--- src/rtl/scr_pkg.sv ---
package scr_pkg;

    localparam int SCR_ADDR_W = 7;
    localparam int SCR_DATA_W = 32;
    localparam int SCR_PRE_LEN = 32;

    localparam logic [1:0] OPC_READ  = 2'b10;
    localparam logic [1:0] OPC_CLEAR = 2'b01;

    typedef enum logic [2:0] {
        ST_HUNT,
        ST_START,
        ST_OP,
        ST_ARG,
        ST_TA,
        ST_DATA
    } scr_state_e;

    typedef enum logic [1:0] {
        CMD_BAD,
        CMD_READ,
        CMD_CLEAR
    } scr_cmd_e;

    typedef struct packed {
        logic rise;
        logic fall;
        logic dat;
    } scr_edge_t;

    function automatic scr_cmd_e decode_op(input logic [1:0] code);
        if (code == OPC_READ)       return CMD_READ;
        else if (code == OPC_CLEAR) return CMD_CLEAR;
        else                        return CMD_BAD;
    endfunction

endpackage

--- src/rtl/scr_edge_sync.sv ---
module scr_edge_sync
    import scr_pkg::*;
#(
    parameter int STAGES = 2
) (
    input  logic      clk,
    input  logic      rst,
    input  logic      ser_clk,
    input  logic      ser_di,
    output scr_edge_t ev
);

    logic [STAGES-1:0] ck_q;
    logic [STAGES-1:0] dt_q;
    logic              ck_prev_q;

    generate
        if (STAGES == 1) begin : g_single
            always_ff @(posedge clk) begin
                if (rst) begin
                    ck_q <= '0;
                    dt_q <= '0;
                end else begin
                    ck_q <= ser_clk;
                    dt_q <= ser_di;
                end
            end
        end else begin : g_chain
            always_ff @(posedge clk) begin
                if (rst) begin
                    ck_q <= '0;
                    dt_q <= '0;
                end else begin
                    ck_q <= {ck_q[STAGES-2:0], ser_clk};
                    dt_q <= {dt_q[STAGES-2:0], ser_di};
                end
            end
        end
    endgenerate

    always_ff @(posedge clk) begin
        if (rst) ck_prev_q <= 1'b0;
        else     ck_prev_q <= ck_q[STAGES-1];
    end

    always_comb begin
        ev.rise = ck_q[STAGES-1] & ~ck_prev_q;
        ev.fall = ~ck_q[STAGES-1] & ck_prev_q;
        ev.dat  = dt_q[STAGES-1];
    end

endmodule

--- src/rtl/scr_frame_parser.sv ---
module scr_frame_parser
    import scr_pkg::*;
#(
    parameter int PRE_LEN = SCR_PRE_LEN,
    parameter int ADDR_W  = SCR_ADDR_W,
    parameter int DATA_W  = SCR_DATA_W
) (
    input  logic              clk,
    input  logic              rst,
    input  scr_edge_t         ev,
    output logic              data_phase,
    output logic              rd_stb,
    output logic              rd_tbl,
    output logic [ADDR_W-1:0] rd_addr,
    output logic              clr_stb,
    output logic              clr_port_mode,
    output logic [ADDR_W-1:0] clr_sel
);

    localparam int ARG_W  = ADDR_W + 1;
    localparam int ONES_W = $clog2(PRE_LEN + 1);
    localparam int CNT_W  = (DATA_W > ARG_W) ? $clog2(DATA_W) : $clog2(ARG_W + 1);
    localparam logic [ONES_W-1:0] ONES_MAX = ONES_W'(PRE_LEN);
    localparam logic [CNT_W-1:0]  ARG_LAST = CNT_W'(ADDR_W);
    localparam logic [CNT_W-1:0]  DAT_LAST = CNT_W'(DATA_W - 1);

    scr_state_e        state_q;
    logic [ONES_W-1:0] ones_q;
    logic [CNT_W-1:0]  cnt_q;
    logic              op_msb_q;
    logic              is_read_q;
    logic [ARG_W-1:0]  arg_q;
    logic [ARG_W-1:0]  arg_next;

    assign arg_next   = {arg_q[ARG_W-2:0], ev.dat};
    assign data_phase = (state_q == ST_DATA);

    always_ff @(posedge clk) begin
        if (rst) begin
            state_q       <= ST_HUNT;
            ones_q        <= '0;
            cnt_q         <= '0;
            op_msb_q      <= 1'b0;
            is_read_q     <= 1'b0;
            arg_q         <= '0;
            rd_stb        <= 1'b0;
            rd_tbl        <= 1'b0;
            rd_addr       <= '0;
            clr_stb       <= 1'b0;
            clr_port_mode <= 1'b0;
            clr_sel       <= '0;
        end else begin
            rd_stb  <= 1'b0;
            clr_stb <= 1'b0;
            if (ev.rise) begin
                unique case (state_q)
                    ST_HUNT: begin
                        if (ev.dat) begin
                            if (ones_q != ONES_MAX) ones_q <= ones_q + 1'b1;
                        end else begin
                            if (ones_q == ONES_MAX) state_q <= ST_START;
                            ones_q <= '0;
                        end
                    end
                    ST_START: begin
                        state_q <= ev.dat ? ST_OP : ST_HUNT;
                        cnt_q   <= '0;
                    end
                    ST_OP: begin
                        op_msb_q <= ev.dat;
                        if (cnt_q == '0) begin
                            cnt_q <= 1;
                        end else begin
                            cnt_q <= '0;
                            unique case (decode_op({op_msb_q, ev.dat}))
                                CMD_READ: begin
                                    is_read_q <= 1'b1;
                                    state_q   <= ST_ARG;
                                end
                                CMD_CLEAR: begin
                                    is_read_q <= 1'b0;
                                    state_q   <= ST_ARG;
                                end
                                default: state_q <= ST_HUNT;
                            endcase
                        end
                    end
                    ST_ARG: begin
                        arg_q <= arg_next;
                        if (cnt_q == ARG_LAST) begin
                            cnt_q <= '0;
                            if (is_read_q) begin
                                rd_stb  <= 1'b1;
                                rd_tbl  <= arg_next[ADDR_W];
                                rd_addr <= arg_next[ADDR_W-1:0];
                                state_q <= ST_TA;
                            end else begin
                                clr_stb       <= 1'b1;
                                clr_port_mode <= arg_next[ADDR_W];
                                clr_sel       <= arg_next[ADDR_W-1:0];
                                state_q       <= ST_HUNT;
                            end
                        end else begin
                            cnt_q <= cnt_q + 1'b1;
                        end
                    end
                    ST_TA: begin
                        if (cnt_q == 1) begin
                            cnt_q   <= '0;
                            state_q <= ST_DATA;
                        end else begin
                            cnt_q <= cnt_q + 1'b1;
                        end
                    end
                    ST_DATA: begin
                        if (cnt_q == DAT_LAST) begin
                            cnt_q   <= '0;
                            state_q <= ST_HUNT;
                        end else begin
                            cnt_q <= cnt_q + 1'b1;
                        end
                    end
                    default: state_q <= ST_HUNT;
                endcase
            end
        end
    end


    strobe_excl_chk: assert property (@(posedge clk) disable iff (rst)
        $onehot0({rd_stb, clr_stb}));


    clr_pulse_chk: assert property (@(posedge clk) disable iff (rst)
        clr_stb |=> !clr_stb);


    rd_pulse_chk: assert property (@(posedge clk) disable iff (rst)
        rd_stb |=> !rd_stb);

endmodule

--- src/rtl/scr_shift_out.sv ---
module scr_shift_out
    import scr_pkg::*;
#(
    parameter int DATA_W = SCR_DATA_W
) (
    input  logic              clk,
    input  logic              rst,
    input  scr_edge_t         ev,
    input  logic              data_phase,
    input  logic [DATA_W-1:0] rd_data,
    output logic              ser_do,
    output logic              ser_oe
);

    logic [DATA_W-1:0] sh_q;

    always_ff @(posedge clk) begin
        if (rst) begin
            sh_q   <= '0;
            ser_oe <= 1'b0;
        end else if (ev.fall) begin
            if (data_phase) begin
                if (!ser_oe) begin
                    sh_q   <= rd_data;
                    ser_oe <= 1'b1;
                end else begin
                    sh_q <= {sh_q[DATA_W-2:0], 1'b0};
                end
            end else begin
                ser_oe <= 1'b0;
            end
        end
    end

    assign ser_do = sh_q[DATA_W-1];


    fall_only_chk: assert property (@(posedge clk) disable iff (rst)
        !ev.fall |=> ($stable(ser_do) && $stable(ser_oe)));


    oe_entry_chk: assert property (@(posedge clk) disable iff (rst)
        $rose(ser_oe) |-> $past(data_phase));

endmodule

--- src/rtl/scr_slave.sv ---
module scr_slave
    import scr_pkg::*;
#(
    parameter int PRE_LEN     = SCR_PRE_LEN,
    parameter int ADDR_W      = SCR_ADDR_W,
    parameter int DATA_W      = SCR_DATA_W,
    parameter int SYNC_STAGES = 2
) (
    input  logic              clk,
    input  logic              rst,
    input  logic              ser_clk,
    input  logic              ser_di,
    output logic              ser_do,
    output logic              ser_oe,
    output logic              rd_stb,
    output logic              rd_tbl,
    output logic [ADDR_W-1:0] rd_addr,
    input  logic [DATA_W-1:0] rd_data,
    output logic              clr_stb,
    output logic              clr_port_mode,
    output logic [ADDR_W-1:0] clr_sel
);

    scr_edge_t ev;
    logic      data_phase;

    scr_edge_sync #(.STAGES(SYNC_STAGES)) u_sync (
        .clk     (clk),
        .rst     (rst),
        .ser_clk (ser_clk),
        .ser_di  (ser_di),
        .ev      (ev)
    );

    scr_frame_parser #(
        .PRE_LEN (PRE_LEN),
        .ADDR_W  (ADDR_W),
        .DATA_W  (DATA_W)
    ) u_parse (
        .clk           (clk),
        .rst           (rst),
        .ev            (ev),
        .data_phase    (data_phase),
        .rd_stb        (rd_stb),
        .rd_tbl        (rd_tbl),
        .rd_addr       (rd_addr),
        .clr_stb       (clr_stb),
        .clr_port_mode (clr_port_mode),
        .clr_sel       (clr_sel)
    );

    scr_shift_out #(.DATA_W(DATA_W)) u_shift (
        .clk        (clk),
        .rst        (rst),
        .ev         (ev),
        .data_phase (data_phase),
        .rd_data    (rd_data),
        .ser_do     (ser_do),
        .ser_oe     (ser_oe)
    );


    addr_hold_chk: assert property (@(posedge clk) disable iff (rst)
        ser_oe |-> ($stable(rd_addr) && $stable(rd_tbl)));


    no_strobe_in_data_chk: assert property (@(posedge clk) disable iff (rst)
        ser_oe |-> !(rd_stb || clr_stb));

endmodule

--- config.mk ---
export PLATFORM = sky130hd
export DESIGN_NAME = scr_slave
export DESIGN_NICKNAME = d
export VERILOG_FILES = /design/src/rtl/scr_pkg.sv /design/src/rtl/scr_edge_sync.sv /design/src/rtl/scr_frame_parser.sv /design/src/rtl/scr_shift_out.sv /design/src/rtl/scr_slave.sv
export SDC_FILE = /design/constraint.sdc
export NUM_CORES = 1
export LEC_CHECK = 0
export ABC_AREA = 1
export BUFFER_PORTS_ARGS = -buffer_cell sky130_fd_sc_hd__buf_4
export CAP_MARGIN = 10
export CORE_UTILIZATION = 49
export CTS_CLUSTER_SIZE = 14
export DETAILED_ROUTE_END_ITERATION = 10
export PLACE_DENSITY_LB_ADDON = 0.12
export SYNTH_ARGS = -nofsm -noshare
export SYNTH_HDL_FRONTEND = slang
export SYNTH_SLANG_ARGS = --single-unit
--- constraint.sdc ---
create_clock -name clk -period 2.8 [get_ports clk]
set_input_delay 0.14 -clock clk [delete_from_list [all_inputs] [get_ports clk]]
set_output_delay 0.14 -clock clk [all_outputs]
set_load 0.02 [all_outputs]
-- Word-level counts from Yosys, hierarchy flattened
Cells that the tools add are included.
- output and inout port bits: 20
- word-level logic and storage cells: 92
- register bits after elaboration: 79
- bitwise operators: 9
- eq/ne operators: 21
- mux-type cells: 28
- reduce and logical (&&, ||, !) cells: 15
- add/sub/neg operators: 2
- operator list (cell ; count):
    2-to-1 mux 32 bit ; 1
    one-hot mux 5 bit (5 select lines) ; 1
    2-to-1 mux 3 bit ; 7
    one-hot mux 3 bit (6 select lines) ; 1
    2-to-1 mux 2 bit ; 8
    2-to-1 mux 5 bit ; 3
    2-to-1 mux 6 bit ; 2
    AND reduction 4 bit ; 3
    != test 2 x 1 -> 1 bit (second input constant) ; 5
    AND reduction 2 bit ; 4
    NOT 1 bit ; 7
    AND reduction 7 bit ; 1
    adder 6 x 1 -> 6 bit (second input constant) ; 1
    equality test 3 x 2 -> 1 bit (second input constant) ; 2
    equality test 3 bit (second input constant) ; 2
    equality test 6 bit (second input constant) ; 1
    != test 6 bit (second input constant) ; 1
    adder 5 x 1 -> 5 bit (second input constant) ; 1
    equality test 5 x 1 -> 1 bit (second input constant) ; 1
    equality test 5 x 3 -> 1 bit (second input constant) ; 1
    equality test 5 bit (second input constant) ; 1
    logical NOT 5 bit ; 1
    nonzero test 5 bit ; 1
    equality test 2 x 1 -> 1 bit (second input constant) ; 2
    other kinds (11) ; 17

-- Depth between registers and ports, before layout
Gate-level depths: netlist of run 1.
- word-level depth: 12
- depth in mapped cells: 12

-- Cells and area by module
A second synthesis of run 1 with hierarchy kept.
- cell total of the unflattened synthesis: 569
- area total of the unflattened synthesis: 3870.0 µm²
- by module, submodules not included (module ; area an instance (µm²) ; times used ; cells an instance):
    scr_frame_parser ; 2039.5 ; 1 ; 272
    scr_shift_out ; 1674.1 ; 1 ; 278
    scr_edge_sync ; 156.4 ; 1 ; 19

-- Worst setup path after synthesis of run 1
OpenSTA, ideal clock, no wires.
- path type: reg2reg
- start: register u_parse.cnt_q[0]
- end: register u_parse.state_q[0]
- library setup time: 113 ps
- stages on the path, launching flop included: 12
- setup slack: 1282 ps
- path buffers: 0
- data arrival time: 1405 ps
- period minus slack after synthesis: 1518 ps
- cell sequence: dfxtp_1 -> ha_1 -> nand2_1 -> nor2_1 -> ha_1 -> inv_1 -> nand4_1 -> nand2_1 -> nor2_2 -> nand3_1 -> nor2_1 -> nor2_1
- longest elaborated chain between the ends: 3
- elaborated cells between the ends (all ways): 9
- those cells by class: eq/ne (7); reduce/logical (2)
- ends and longest elaborated chain (element ; line ; source):
    start, declared ; scr_frame_parser.sv:29 ; logic [CNT_W-1:0] cnt_q;
    start signal, assigned ; scr_frame_parser.sv:104 ; cnt_q <= cnt_q + 1'b1;
    start signal, assigned ; scr_frame_parser.sv:112 ; cnt_q <= cnt_q + 1'b1;
    start signal, assigned ; scr_frame_parser.sv:120 ; cnt_q <= cnt_q + 1'b1;
    equality test 5 x 1 -> 1 bit, or another cell as far along ; scr_frame_parser.sv:108 ; if (cnt_q == 1) begin
    != test 2 x 1 -> 1 bit (no line) or != test 2 bit (tied branches) ; -- ;
    AND reduction 7 bit (no line) * ; -- ;
    end signal, assigned ; scr_frame_parser.sv:66 ; state_q <= ev.dat ? ST_OP : ST_HUNT;
    end, declared ; scr_frame_parser.sv:27 ; scr_state_e state_q;
Mark *: on every way between the ends. The rest lies on a longest branch, timed or not.
A chain may end at the register's enable or synchronous reset.

-- Worst setup path in the final report of run 1
- start: register u_parse.state_q[2]
- end: register u_shift.sh_q[3]
- longest elaborated chain between the ends: 2
- ends and longest elaborated chain (element ; line ; source):
    equality test 3 bit ; scr_frame_parser.sv:36 ; assign data_phase = (state_q == ST_DATA);
    AND reduction 2 bit (no line) ; -- ;
    end signal, assigned ; scr_shift_out.sv:24 ; sh_q <= rd_data;
    end signal, assigned ; scr_shift_out.sv:27 ; sh_q <= {sh_q[DATA_W-2:0], 1'b0};
    end, declared ; scr_shift_out.sv:15 ; logic [DATA_W-1:0] sh_q;
Every way passes these cells.

==> key figures, run 1 <==
Synthesis
  – Post-Syn Instances: 471
  – Synth area leaders: dfxtp_1 46%, nand2_1 11%, nor2_1 7.1%
  – Synthesized Nets: 514
  – Post-synth top area share: 46.06%
  – EDFF count, synth: 0
  – Register bit count reported by yosys: 79
  – Count of cell types in the netlist: 25
  – Post-synth top cells: 105 x nand2_1, 79 x dfxtp_1, 65 x nor2_1
  – Syn Std Cell Area: 3433 um^2
  – Seq/Total Area, Yosys: 46.06%
  – Top-count cell post-synth: nand2_1
  – Fraction of registers with async set/reset: 0%
  – Cell accounting for the most synthesized area: dfxtp_1
  – Yosys warns: 0
  – Ys flop type: dfxtp_1
  – Average footprint of a synthesized cell: 7.289 um^2

Global route
  – Grt total ovfl: 0
  – Global route hottest layer: met2
  – Pin count of the biggest net entering global routing: 48
  – Vias in the first global route: 2,812
  – Met2 usage: 35.42%
  – First-pass GRT wire length: 12.05 mm
  – Aggregate global-route resource usage: 20.33%
  – GR Util met1: 24.55%
  – Routing usage on met3: 4.331%
  – Initial antenna violation count: 0

Detailed routing
  – DRC viols: 0
  – Final WL: 6.913 mm
  – Vias/cell: 5.023
  – Drt initial violations: 191
  – Vias: 3,124
  – Routed Antenna Nets: 0
  – TritonRoute pass-1 iters: 4
  – Avg WL per Cell: 11.11 um

Setup path
  – Worst r2r path cells: 5
  – Critical Setup Path Class: flop to flop
  – Crit path DAT: 2.19 ns
  – Critical Path Sink Type: flop
  – Crit-path max FO: 47
  – Critical Path Start Type: flop
  – Flop-to-flop setup slack: 0.88 ns
  – Worst Path Required: 3.07 ns

Power
  – Sw Share: 23.49%
  – Max rail drop VDD: 248.1 uV
  – PwrDens: 506.5 nW/um^2
  – P_leak: 1.842 nW
  – Sequential power share: 54.1%
  – Pint: 0.001599 W
  – Clock power frac: 41.3%
  – Switching Power: 0.0004910 W
  – Comb pwr share: 4.5%

Clock tree
  – Sink Count: 79
  – CTS Buf Count: 9
  – H-tree depth: 3
  – CTS root buffer: clkbuf_8
  – Maximum buffer depth of the clock tree: 2
  – CTS tree: built
  – CTS resizes: 0
  – Worst-Skew Late Latency: 0.36 ns
  – Clock slew at reported path FFs: 0.09 ns

Timing
  – Fin crit share: 68.42%
  – Worst-Margin Slew: 0.9077 ns
  – Worst Clk Skew: 0.01159 ns
  – Crit path time final: 1.916 ns
  – Final setup fails: 0
  – Sum Neg Setup Slack: 0 ns
  – Hold Worst Slack: 0.04473 ns
  – Pins Over Slew Limit: 0
  – Unrepaired setup endpoints after global routing: no
  – Final Hold Fails: 0
  – Fmax: 522.0 MHz
  – Rel. slew slack: 39.42%

Place
  – Area after DPL: 3902 um^2
  – DP HPWL: 4.854 mm
  – Placed cells: 604
  – Gpl congestion: 0.8760
  – Number of port buffers: 55

Floorplan
  – Die width: 85.71 um
  – Core Rows: 30
  – Initial Util: 50.53%
  – Die height: 85.71 um
  – I/O pin cnt: 56
  – Die area: 7345 um^2
  – Core Region: 6794 um^2

Min path
  – Worst hold-check path type: primary input to flop
  – Hold depth: 3

Run status
  – Status: complete, no violations

Run
  – Max cap viols: 0

Final layout
  – ANT cells: 0
  – Area delta synth->final: 20.19%
  – Layout cells sized above 1: 16.73%
  – Cell area after layout: 4126 um^2
  – Final-stage net count: 564
  – Finished Layout Cells: 622
worst paths after layout:
| check | start | to |
|---|---|---|
| max | u_parse.state_q[2] | u_shift.sh_q[3] |
| min | rd_data[19] | u_shift.sh_q[19] |
| max reg2reg | u_parse.state_q[2] | u_shift.sh_q[3] |
| min reg2reg | u_sync.dt_q[0] | u_sync.dt_q[1] |
what timing repair did:
action                    CTS  global route
hold buffers                2             0
hold endpoints to repair    2             0
buffers inserted            0             0
placed cells by master (no fill, tap or decap), types with 2 or more instances in the layout:
cell | synthesis | routed
a21oi_1 | 19 | 19
a31oi_1 | 32 | 32
buf_4 | 0 | 58
clkbuf_8 | 0 | 9
clkinv_4 | 0 | 2
dfxtp_1 | 79 | 79
dlygate4sd3_1 | 0 | 2
ha_1 | 7 | 7
inv_1 | 37 | 37
inv_2 | 2 | 2
nand2_1 | 105 | 105
nand2_2 | 3 | 3
nand3_1 | 20 | 20
nand3b_1 | 2 | 2
nand4_1 | 7 | 7
nor2_1 | 65 | 65
nor2_2 | 2 | 2
nor2_4 | 2 | 2
nor3_4 | 2 | 2
o21ai_0 | 34 | 34
o21ai_1 | 26 | 26
xor2_1 | 2 | 2
registers in the layout, indices dropped and copies added, names as in the netlist:
register,cells
u_parse.arg_q,7
u_parse.clr_port_mode,1
u_parse.clr_sel,7
u_parse.clr_stb,1
u_parse.cnt_q,5
u_parse.is_read_q,1
u_parse.ones_q,6
u_parse.op_msb_q,1
u_parse.rd_addr,7
u_parse.rd_stb,1
u_parse.rd_tbl,1
u_parse.state_q,3
u_shift.ser_oe,1
u_shift.sh_q,32
u_sync.ck_prev_q,1
u_sync.ck_q,2
u_sync.dt_q,2
final cells by class:
cell class                 instances  area, um^2
fill                             659        2668
multi-input combinational        331        1613
sequential                        79        1582
timing repair buffer              60       455.4
inverter                          40       152.6
clock buffer                       9       123.9
tap                               96       120.1
clock inverter                     7       80.08
power groups by stage:
| stage | combinational [W] | clock [W] | sequential (W) |
|---|---|---|---|
| 2_1_floorplan | 0.0000459 | 0 | 0.00116 |
| 3_3_place_gp | 0.0000929 | 0 | 0.00116 |
| 3_5_place_dp | 0.0000937 | 0 | 0.00116 |
| 4_1_cts | 0.0000960 | 0.000885 | 0.00113 |
| 5_1_grt | 0.000109 | 0.000937 | 0.00113 |
| 6_report | 0.0000949 | 0.000863 | 0.00113 |
layer usage:
| layer | vias up | share of wire [%] |
|---|---|---|
| li1 | 1655 | - |
| met3 | 11 | 3.8 |
| met5 | - | 0 |
| met1 | 1400 | 47 |
| met2 | 58 | 48 |
| met4 | 0 | 1.6 |
critical path, cell delays in order, from the launching register on:
cell	delay, ns
dfxtp_1	0.49
nand3_1	0.24
nor2_4	0.34
buf_4	0.44
o21ai_0	0.14
a31oi_1	0.18
per-stage QoR:
| step | worst slack (ns) | utilization, % | power, W |
|---|---|---|---|
| 2_1_floorplan | 1.282 | - | 0.001203 |
| 3_3_place_gp | 1.023 | 57.44 | 0.001251 |
| 3_5_place_dp | 0.9136 | 57.44 | 0.001252 |
| 4_1_cts | 0.8925 | 60.74 | 0.002113 |
| 5_1_grt | 0.6980 | 60.74 | 0.002179 |
| 6_report | 0.8841 | 60.74 | 0.002090 |
cell families after synthesis:
kind of cell             synth area share, %
AND/OR/NAND/NOR                        26.35
AO/OA/AOI/OAI                          17.57
flip-flops                             46.06
buffers and inverters                  6.961
adder cells (fa/ha/maj)                2.551
XOR/XNOR                              0.5103
Note: power is estimated with default switching activity, not from simulation.
==> run 2: changes to the inputs <==
--- a/config.mk
+++ b/config.mk
@@ -5,7 +5,7 @@
 export SDC_FILE = /design/constraint.sdc
 export NUM_CORES = 1
 export LEC_CHECK = 0
-export ABC_AREA = 1
+export ABC_AREA = 0
 export BUFFER_PORTS_ARGS = -buffer_cell sky130_fd_sc_hd__buf_4
 export CAP_MARGIN = 10
 export CORE_UTILIZATION = 49
==> constraint.sdc (replaced) <==
create_clock -name clk -period 1.6 [get_ports clk]
set_input_delay 0.08 -clock clk [delete_from_list [all_inputs] [get_ports clk]]
set_output_delay 0.08 -clock clk [all_outputs]
set_load 0.02 [all_outputs]
==> run 2 against run 1 <==
The run now ends with setup timing left; wire length grew 0.80%; synthesized cell count shrank 20%; synthesized area increased by 1.5%; largest cell class unchanged.
==> key figures, run 2 <==
Detailed routing
  – Drt initial violations: 112 (-41%)
  – TritonRoute pass-1 iters: 4 (unchanged)
  – Uppermost routed layer: met4
  – Vias/cell: 5.136 (+2.3%)
  – Avg WL per Cell: 12.76 um (+15%)
  – Vias: 2,804 (-10%)
  – Met3 WL post-DR: 269 um (+2.3%)
  – DRC viols: 0 (unchanged)
  – Wire length on met2: 3.147 mm (-4.5%)
  – Routed Antenna Nets: 0 (unchanged)
  – Met1 WL: 3.476 mm (+7.1%)
  – Final WL: 6.968 mm (+0.80%)

Clock tree
  – H-tree depth: 3 (unchanged)
  – Worst-Skew Late Latency: 0.35 ns (about the same)
  – Sink Count: 79 (unchanged)
  – Maximum buffer depth of the clock tree: 2 (unchanged)
  – CTS tree: built
  – CTS root buffer: clkbuf_8
  – CTS Buf Count: 9 (unchanged)
  – Clock slew at reported path FFs: 0.09 ns (about the same)

Synthesis
  – Synthesized Nets: 418 (-19%)
  – Count of cell types in the netlist: 40 (+60%)
  – Post-synth top cells: 79 x dfxtp_1, 72 x nor2_1, 57 x mux2i_1
  – Top-count cell post-synth: dfxtp_1
  – Average footprint of a synthesized cell: 9.292 um^2 (+27%)
  – Post-Syn Instances: 375 (-20%)
  – Post-synth top area share: 45.39% (-0.68 points)
  – Synth area leaders: dfxtp_1 45%, mux2i_1 16%, nor2_1 7.8%
  – Syn Std Cell Area: 3485 um^2 (+1.5%)
  – Cell accounting for the most synthesized area: dfxtp_1
  – Register bit count reported by yosys: 79 (unchanged)
  – Seq/Total Area, Yosys: 45.39% (-0.68 points)
  – Yosys warns: 0 (unchanged)
  – Ys flop type: dfxtp_1
  – EDFF count, synth: 0 (unchanged)
  – Fraction of registers with async set/reset: 0% (unchanged)

Min path
  – Hold depth: 3 (unchanged)
  – WHS Endpoint: u_shift.sh_q[0]
  – Worst hold-check path type: primary input to flop
  – Critical hold path startpoint: rd_data[0]

Setup path
  – Worst Path Required: 1.89 ns (-1.18 ns)
  – Flop-to-flop setup slack: -0.14 ns (-1.02 ns)
  – WP depth: 5 (unchanged)
  – Crit path DAT: 2.03 ns (-0.16 ns)
  – RR Startpoint: u_parse.cnt_q[2]
  – Crit path cell chain: or3_4, o311ai_4, nand4_4, or3_1, a21oi_2
  – Critical Path Sink Type: flop
  – Max stage delay on crit path: 0.40 ns (-0.09 ns)
  – Critical Setup Path Class: flop to flop
  – Critical Path Start Type: flop
  – Crit-path max FO: 5 (-89%)
  – R2R Path End: u_parse.state_q[1]
  – Worst path bufs/invs: 0 (-1)
  – Critical-path top delay cell: or3_4
  – Worst path top cell family by delay: simple AND/OR/NAND/NOR gates
  – Worst r2r path cells: 5 (unchanged)

Timing
  – Worst-Margin Slew: 0.3454 ns (-0.5623 ns)
  – Crit path time final: 1.741 ns (-0.1752 ns)
  – Worst Clk Skew: 0.009319 ns (-0.002273 ns)
  – Final Hold Fails: 0 (unchanged)
  – Rel. slew slack: 76.92% (+37 points)
  – Fin crit share: 108.8% (+40 points)
  – Worst setup margin: -0.1407 ns (-1.025 ns)
  – Unrepaired setup endpoints after global routing: yes
  – Pins Over Slew Limit: 0 (unchanged)
  – Fmax: 574.5 MHz (+10%)
  – Sum Neg Setup Slack: -0.4580 ns (-0.4580 ns)
  – Final setup fails: 6 (+6)

Place
  – Area after DPL: 4197 um^2 (+7.5%)
  – Number of port buffers: 55 (unchanged)
  – Gpl congestion: 0.7967 (-9.1%)
  – DP HPWL: 4.600 mm (-5.2%)
  – Pre-CTS setup slack: -0.1589 ns (-1.073 ns)

Power
  – Sequential power share: 56.5% (+2.4 points)
  – Max rail drop VDD: 500.8 uV (+100%)
  – PwrDens: 771.7 nW/um^2 (+52%)
  – Switching Power: 0.0008503 W (+73%)
  – Clock power frac: 38.9% (-2.4 points)
  – P_leak: 1.740 nW (-5.5%)
  – Pwr Total: 0.003486 W (+67%)
  – Pint: 0.002635 W (+65%)
  – Comb pwr share: 4.7% (+0.2 points)
  – Sw Share: 24.39% (+0.90 points)

Final layout
  – Cell area after layout: 4517 um^2 (+9.5%)
  – Max reg flops: 32 (unchanged)
  – Commonest non-fill, non-tap cell in the layout: buf_4
  – Area delta synth->final: 29.62%
  – Register Area: 1593 um^2 (+0.71%)
  – Layout cells sized above 1: 30.00% (+13 points)
  – Post-Route Utilization: 66.12% (+5.4 points)
  – Fillers: 586 (-11%)
  – Multi-input logic area: 1878 um^2 (+16%)
  – ANT cells: 0 (unchanged)
  – Final-stage net count: 488 (-13%)
  – Most frequent cells in the layout: 81 x buf_4, 74 x dfxtp_1, 72 x nor2_1
  – Biggest register: u_shift.sh_q

Floorplan
  – Core Region: 6832 um^2 (+0.55%)
  – Die area: 7453 um^2 (+1.5%)
  – I/O pin cnt: 56 (unchanged)
  – Die width: 86.33 um (+0.73%)
  – Core Rows: 30 (unchanged)
  – Initial Util: 51.01% (+0.47 points)
  – Die height: 86.33 um (+0.73%)

Run status
  – Status: complete, but fails checks
  – Failing checks: setup timing

Global route
  – Pin count of the biggest net entering global routing: 49 (+2.1%)
  – Grt total ovfl: 0 (unchanged)
  – Initial antenna violation count: 0 (unchanged)
  – Vias in the first global route: 2,622 (-6.8%)
  – First-pass GRT wire length: 11.96 mm (-0.80%)
  – Aggregate global-route resource usage: 19.97% (-0.36 points)

Run
  – Max cap viols: 0 (unchanged)
run 2: cell count changes after synthesis, sizes merged, moves of 14 or more:
cell,previous run,this run
mux2i,0,57
o21ai,60,6
nand2,109,13
inv,40,12
nand3,21,7
a211oi,0,32
a31oi,32,2
run 2: through the flow:
stage,instances,hold WS [ns]
after detailed placement,526,0.2971
after floorplan,375,0.2082
after global routing,546,0.02312
after CTS,544,0.01328
final,546,0.03544
after global placement,526,0.3028
run 2: worst max path at each step:
stage | slack [ns] | startpoint | to
global placement | -0.13 | u_parse.cnt_q[2] | u_parse.state_q[1]
finish | -0.14 | u_parse.cnt_q[2] | u_parse.state_q[1]
floorplan | -0.11 | u_parse.cnt_q[2] | u_parse.state_q[1]
global route | -0.23 | u_parse.cnt_q[2] | u_parse.state_q[1]
detailed placement | -0.16 | u_parse.cnt_q[2] | u_parse.state_q[1]
CTS | -0.14 | u_parse.cnt_q[2] | u_parse.state_q[1]
run 2: power groups by stage:
stage	Sequential [W]	Combinational (W)	Clock [W]
2_1_floorplan	0.00202	0.0000696	0
3_3_place_gp	0.00202	0.000157	0
3_5_place_dp	0.00202	0.000159	0
4_1_cts	0.00197	0.000163	0.00139
5_1_grt	0.00197	0.000180	0.00148
6_report	0.00197	0.000162	0.00136
run 2: layout make-up:
cell class | count | share of cell area, %
multi-input combinational | 255 | 41.58
sequential | 79 | 35.26
timing repair buffer | 88 | 15.54
clock buffer | 9 | 2.742
tap | 96 | 2.659
clock inverter | 7 | 1.219
inverter | 12 | 0.9972
run 2: cells by family after synthesis:
group	after synthesis	share of synthesized area, %
DFF	79	45.39
adders and majority gates	7	2.513
xor gates and xnor gates	3	0.7542
buffers and inverters	41	4.776
muxes	57	16.37
and+or+nand+nor	126	17.24
AOI/OAI and AO/OA	62	12.96
run 2: per-layer routing:
| metal | up-vias | global-route usage (%) |
|---|---|---|
| li1 | 1450 | - |
| met1 | 1302 | 26.48 |
| met2 | 45 | 31.60 |
| met3 | 7 | 5.524 |
| met4 | 0 | 6.364 |
| met5 | - | 0 |
run 2: worst reg2reg max path, delay by kind of cell (launching register included):
family             cells  cell delay [ns]
AOI/OAI and AO/OA      2             0.44
and+or+nand+nor        3             0.91
DFF                    1             0.33
run 2: what timing repair did:
action	in CTS	in global routing
cloned	0	1
buffers inserted	0	1
hold buffers	2	0
endpoints found under the hold margin	2	0
gates resized for setup	8	19
endpoints found under the setup margin	23	36
pin swaps	3	2
==> run 3: changes to the inputs <==
--- a/config.mk
+++ b/config.mk
@@ -11,7 +11,7 @@
 export CORE_UTILIZATION = 49
 export CTS_CLUSTER_SIZE = 14
 export DETAILED_ROUTE_END_ITERATION = 10
-export PLACE_DENSITY_LB_ADDON = 0.12
+export PLACE_DENSITY = 0.73
 export SYNTH_ARGS = -nofsm -noshare
 export SYNTH_HDL_FRONTEND = slang
 export SYNTH_SLANG_ARGS = --single-unit
==> run 3 against run 2 <==
The flow still finishes with violations (setup timing); total power grew 7.4%; setup slack improved by 0.025 ns; non-clock buffer count stayed put; clock skew fell by 0.0035 ns; sequential power is essentially flat; critical endpoint unchanged; largest cell class unchanged; largest power group unchanged.
==> key figures, run 3 (same netlist as run 2, synthesis figures left out) <==
Run status
  – Status: complete, but fails checks
  – Failing checks: setup timing

Setup path
  – Critical Setup Path Class: flop to flop
  – Crit-path max FO: 4 (-1)
  – Crit path DAT: 2.00 ns (-0.03 ns)
  – Worst Path Required: 1.89 ns (about the same)
  – Critical Path Sink Type: flop
  – Critical Path Start Type: flop

Final layout
  – Biggest register: u_shift.sh_q
  – Cell area after layout: 4538 um^2 (+0.47%)
  – Max reg flops: 32 (unchanged)
  – Final-stage net count: 488 (unchanged)
  – Area delta synth->final: 30.23%
  – ANT cells: 0 (unchanged)
  – Most frequent cells in the layout: 80 x buf_4, 74 x dfxtp_1, 72 x nor2_1
  – Layout cells sized above 1: 28.22% (-1.8 points)
  – Commonest non-fill, non-tap cell in the layout: buf_4

Global route
  – Vias in the first global route: 2,714 (+3.5%)
  – Grt total ovfl: 0 (unchanged)
  – Aggregate global-route resource usage: 20.03% (+0.065 points)
  – First-pass GRT wire length: 12.01 mm (+0.41%)
  – Initial antenna violation count: 0 (unchanged)
  – Pin count of the biggest net entering global routing: 53 (+8.2%)

Detailed routing
  – Avg WL per Cell: 12.93 um (+1.3%)
  – Final WL: 7.060 mm (+1.3%)
  – Vias/cell: 5.110 (-0.50%)
  – Drt initial violations: 124 (+11%)
  – Vias: 2,790 (-0.50%)
  – Routed Antenna Nets: 0 (unchanged)
  – DRC viols: 0 (unchanged)
  – TritonRoute pass-1 iters: 4 (unchanged)

Power
  – P_leak: 1.751 nW (+0.62%)
  – Max rail drop VDD: 473.2 uV (-5.5%)
  – PwrDens: 825.3 nW/um^2 (+6.9%)
  – Pwr Total: 0.003745 W (+7.4%)

Place
  – Number of port buffers: 55 (unchanged)
  – DP HPWL: 4.699 mm (+2.2%)
  – Gpl congestion: 0.7740 (-2.8%)
  – Area after DPL: 4222 um^2 (+0.60%)

Clock tree
  – Sink Count: 79 (unchanged)
  – CTS tree: built
  – H-tree depth: 3 (unchanged)
  – CTS root buffer: clkbuf_8
  – Worst-Skew Late Latency: 0.35 ns (about the same)
  – Maximum buffer depth of the clock tree: 2 (unchanged)
  – CTS Buf Count: 9 (unchanged)
  – Clock slew at reported path FFs: 0.08 ns (about the same)

Timing
  – Pins Over Slew Limit: 0 (unchanged)
  – Final setup fails: 14 (+8)
  – Crit path time final: 1.716 ns (-0.02491 ns)
  – Fin crit share: 107.2% (-1.6 points)
  – Fmax: 582.8 MHz (+1.5%)
  – Final Hold Fails: 0 (unchanged)
  – Rel. slew slack: 76.28% (-0.64 points)
  – Worst Clk Skew: 0.005812 ns (-0.003507 ns)
  – Worst setup margin: -0.1158 ns (+0.02491 ns)
  – Worst-Margin Slew: 0.3550 ns (+0.009643 ns)
  – Unrepaired setup endpoints after global routing: yes
  – Sum Neg Setup Slack: -0.5294 ns (-0.07132 ns)
  – Hold Worst Slack: 0.009871 ns (-0.02557 ns)

Floorplan
  – Core Rows: 30 (unchanged)
  – Die width: 86.33 um (unchanged)
  – Initial Util: 51.01% (unchanged)
  – Die height: 86.33 um (unchanged)
  – I/O pin cnt: 56 (unchanged)
  – Core Region: 6832 um^2 (unchanged)
  – Die area: 7453 um^2 (unchanged)

Run
  – Max cap viols: 0 (unchanged)

Min path
  – Worst hold-check path type: primary input to flop
==> run 3: where the power goes <==
group	switching, W	leakage [nW]	internal (W)	total (W)
Combinational	0.0000751	1.01	0.0000931	0.000168
Clock	0.000775	0.105	0.000832	0.00161
Sequential	0.00000221	0.640	0.00197	0.00197
Total	0.000852	1.75	0.00289	0.00375
==> run 3: cell type report <==
| class | count | area (um^2) |
|---|---|---|
| Inverter | 12 | 45.04 |
| Clock inverter | 6 | 71.32 |
| Multi-Input combinational cell | 255 | 1839 |
| Clock buffer | 10 | 148.9 |
| Sequential cell | 79 | 1590 |
| Tap cell | 96 | 120.1 |
| Fill cell | 561 | 2293 |
| Timing Repair Buffer | 88 | 723.2 |
==> run 3: path summary, 6_finish.rpt <==
path / from / endpoint / slack, ns / cells after the start
setup / recovery: u_parse.cnt_q[2] / u_parse.state_q[1] / -0.12 / 5
setup reg to reg: u_parse.cnt_q[2] / u_parse.state_q[1] / -0.12 / 5
hold / removal: rd_data[0] / u_shift.sh_q[0] / 0.01 / 3
hold reg to reg: u_sync.dt_q[0] / u_sync.dt_q[1] / 0.45 / 1
==> run 3: through the flow <==
step	util, %	setup WS, ns	cells
2_1_floorplan	-	-0.1065	375
5_1_grt	66.43	-0.1935	546
4_1_cts	65.71	-0.1244	544
6_report	66.43	-0.1158	546
3_5_place_dp	61.79	-0.1539	526
3_3_place_gp	61.79	-0.1084	526
==> run 3: what timing repair did <==
item / in CTS / in global routing
pin swaps: 6 / 3
hold endpoints to repair: 2 / 0
hold buffers: 2 / 0
setup endpoints to repair: 23 / 40
buffers inserted: 0 / 2
gates cloned: 0 / 0
resized for setup: 6 / 6
==> run 3: worst max-delay path, stage by stage, from the launching register on <==
cell and delay [ns]:
dfxtp_2 0.33, or3_4 0.40, o311ai_4 0.34, nand4_4 0.14
or3_1 0.34, a21oi_2 0.11
==> run 3: per-layer routing <==
metal	global-route usage [%]	routed length, um
met4	6.364	78
met5	0	0
met2	33.33	3324
met1	25.40	3443
met3	5.238	214
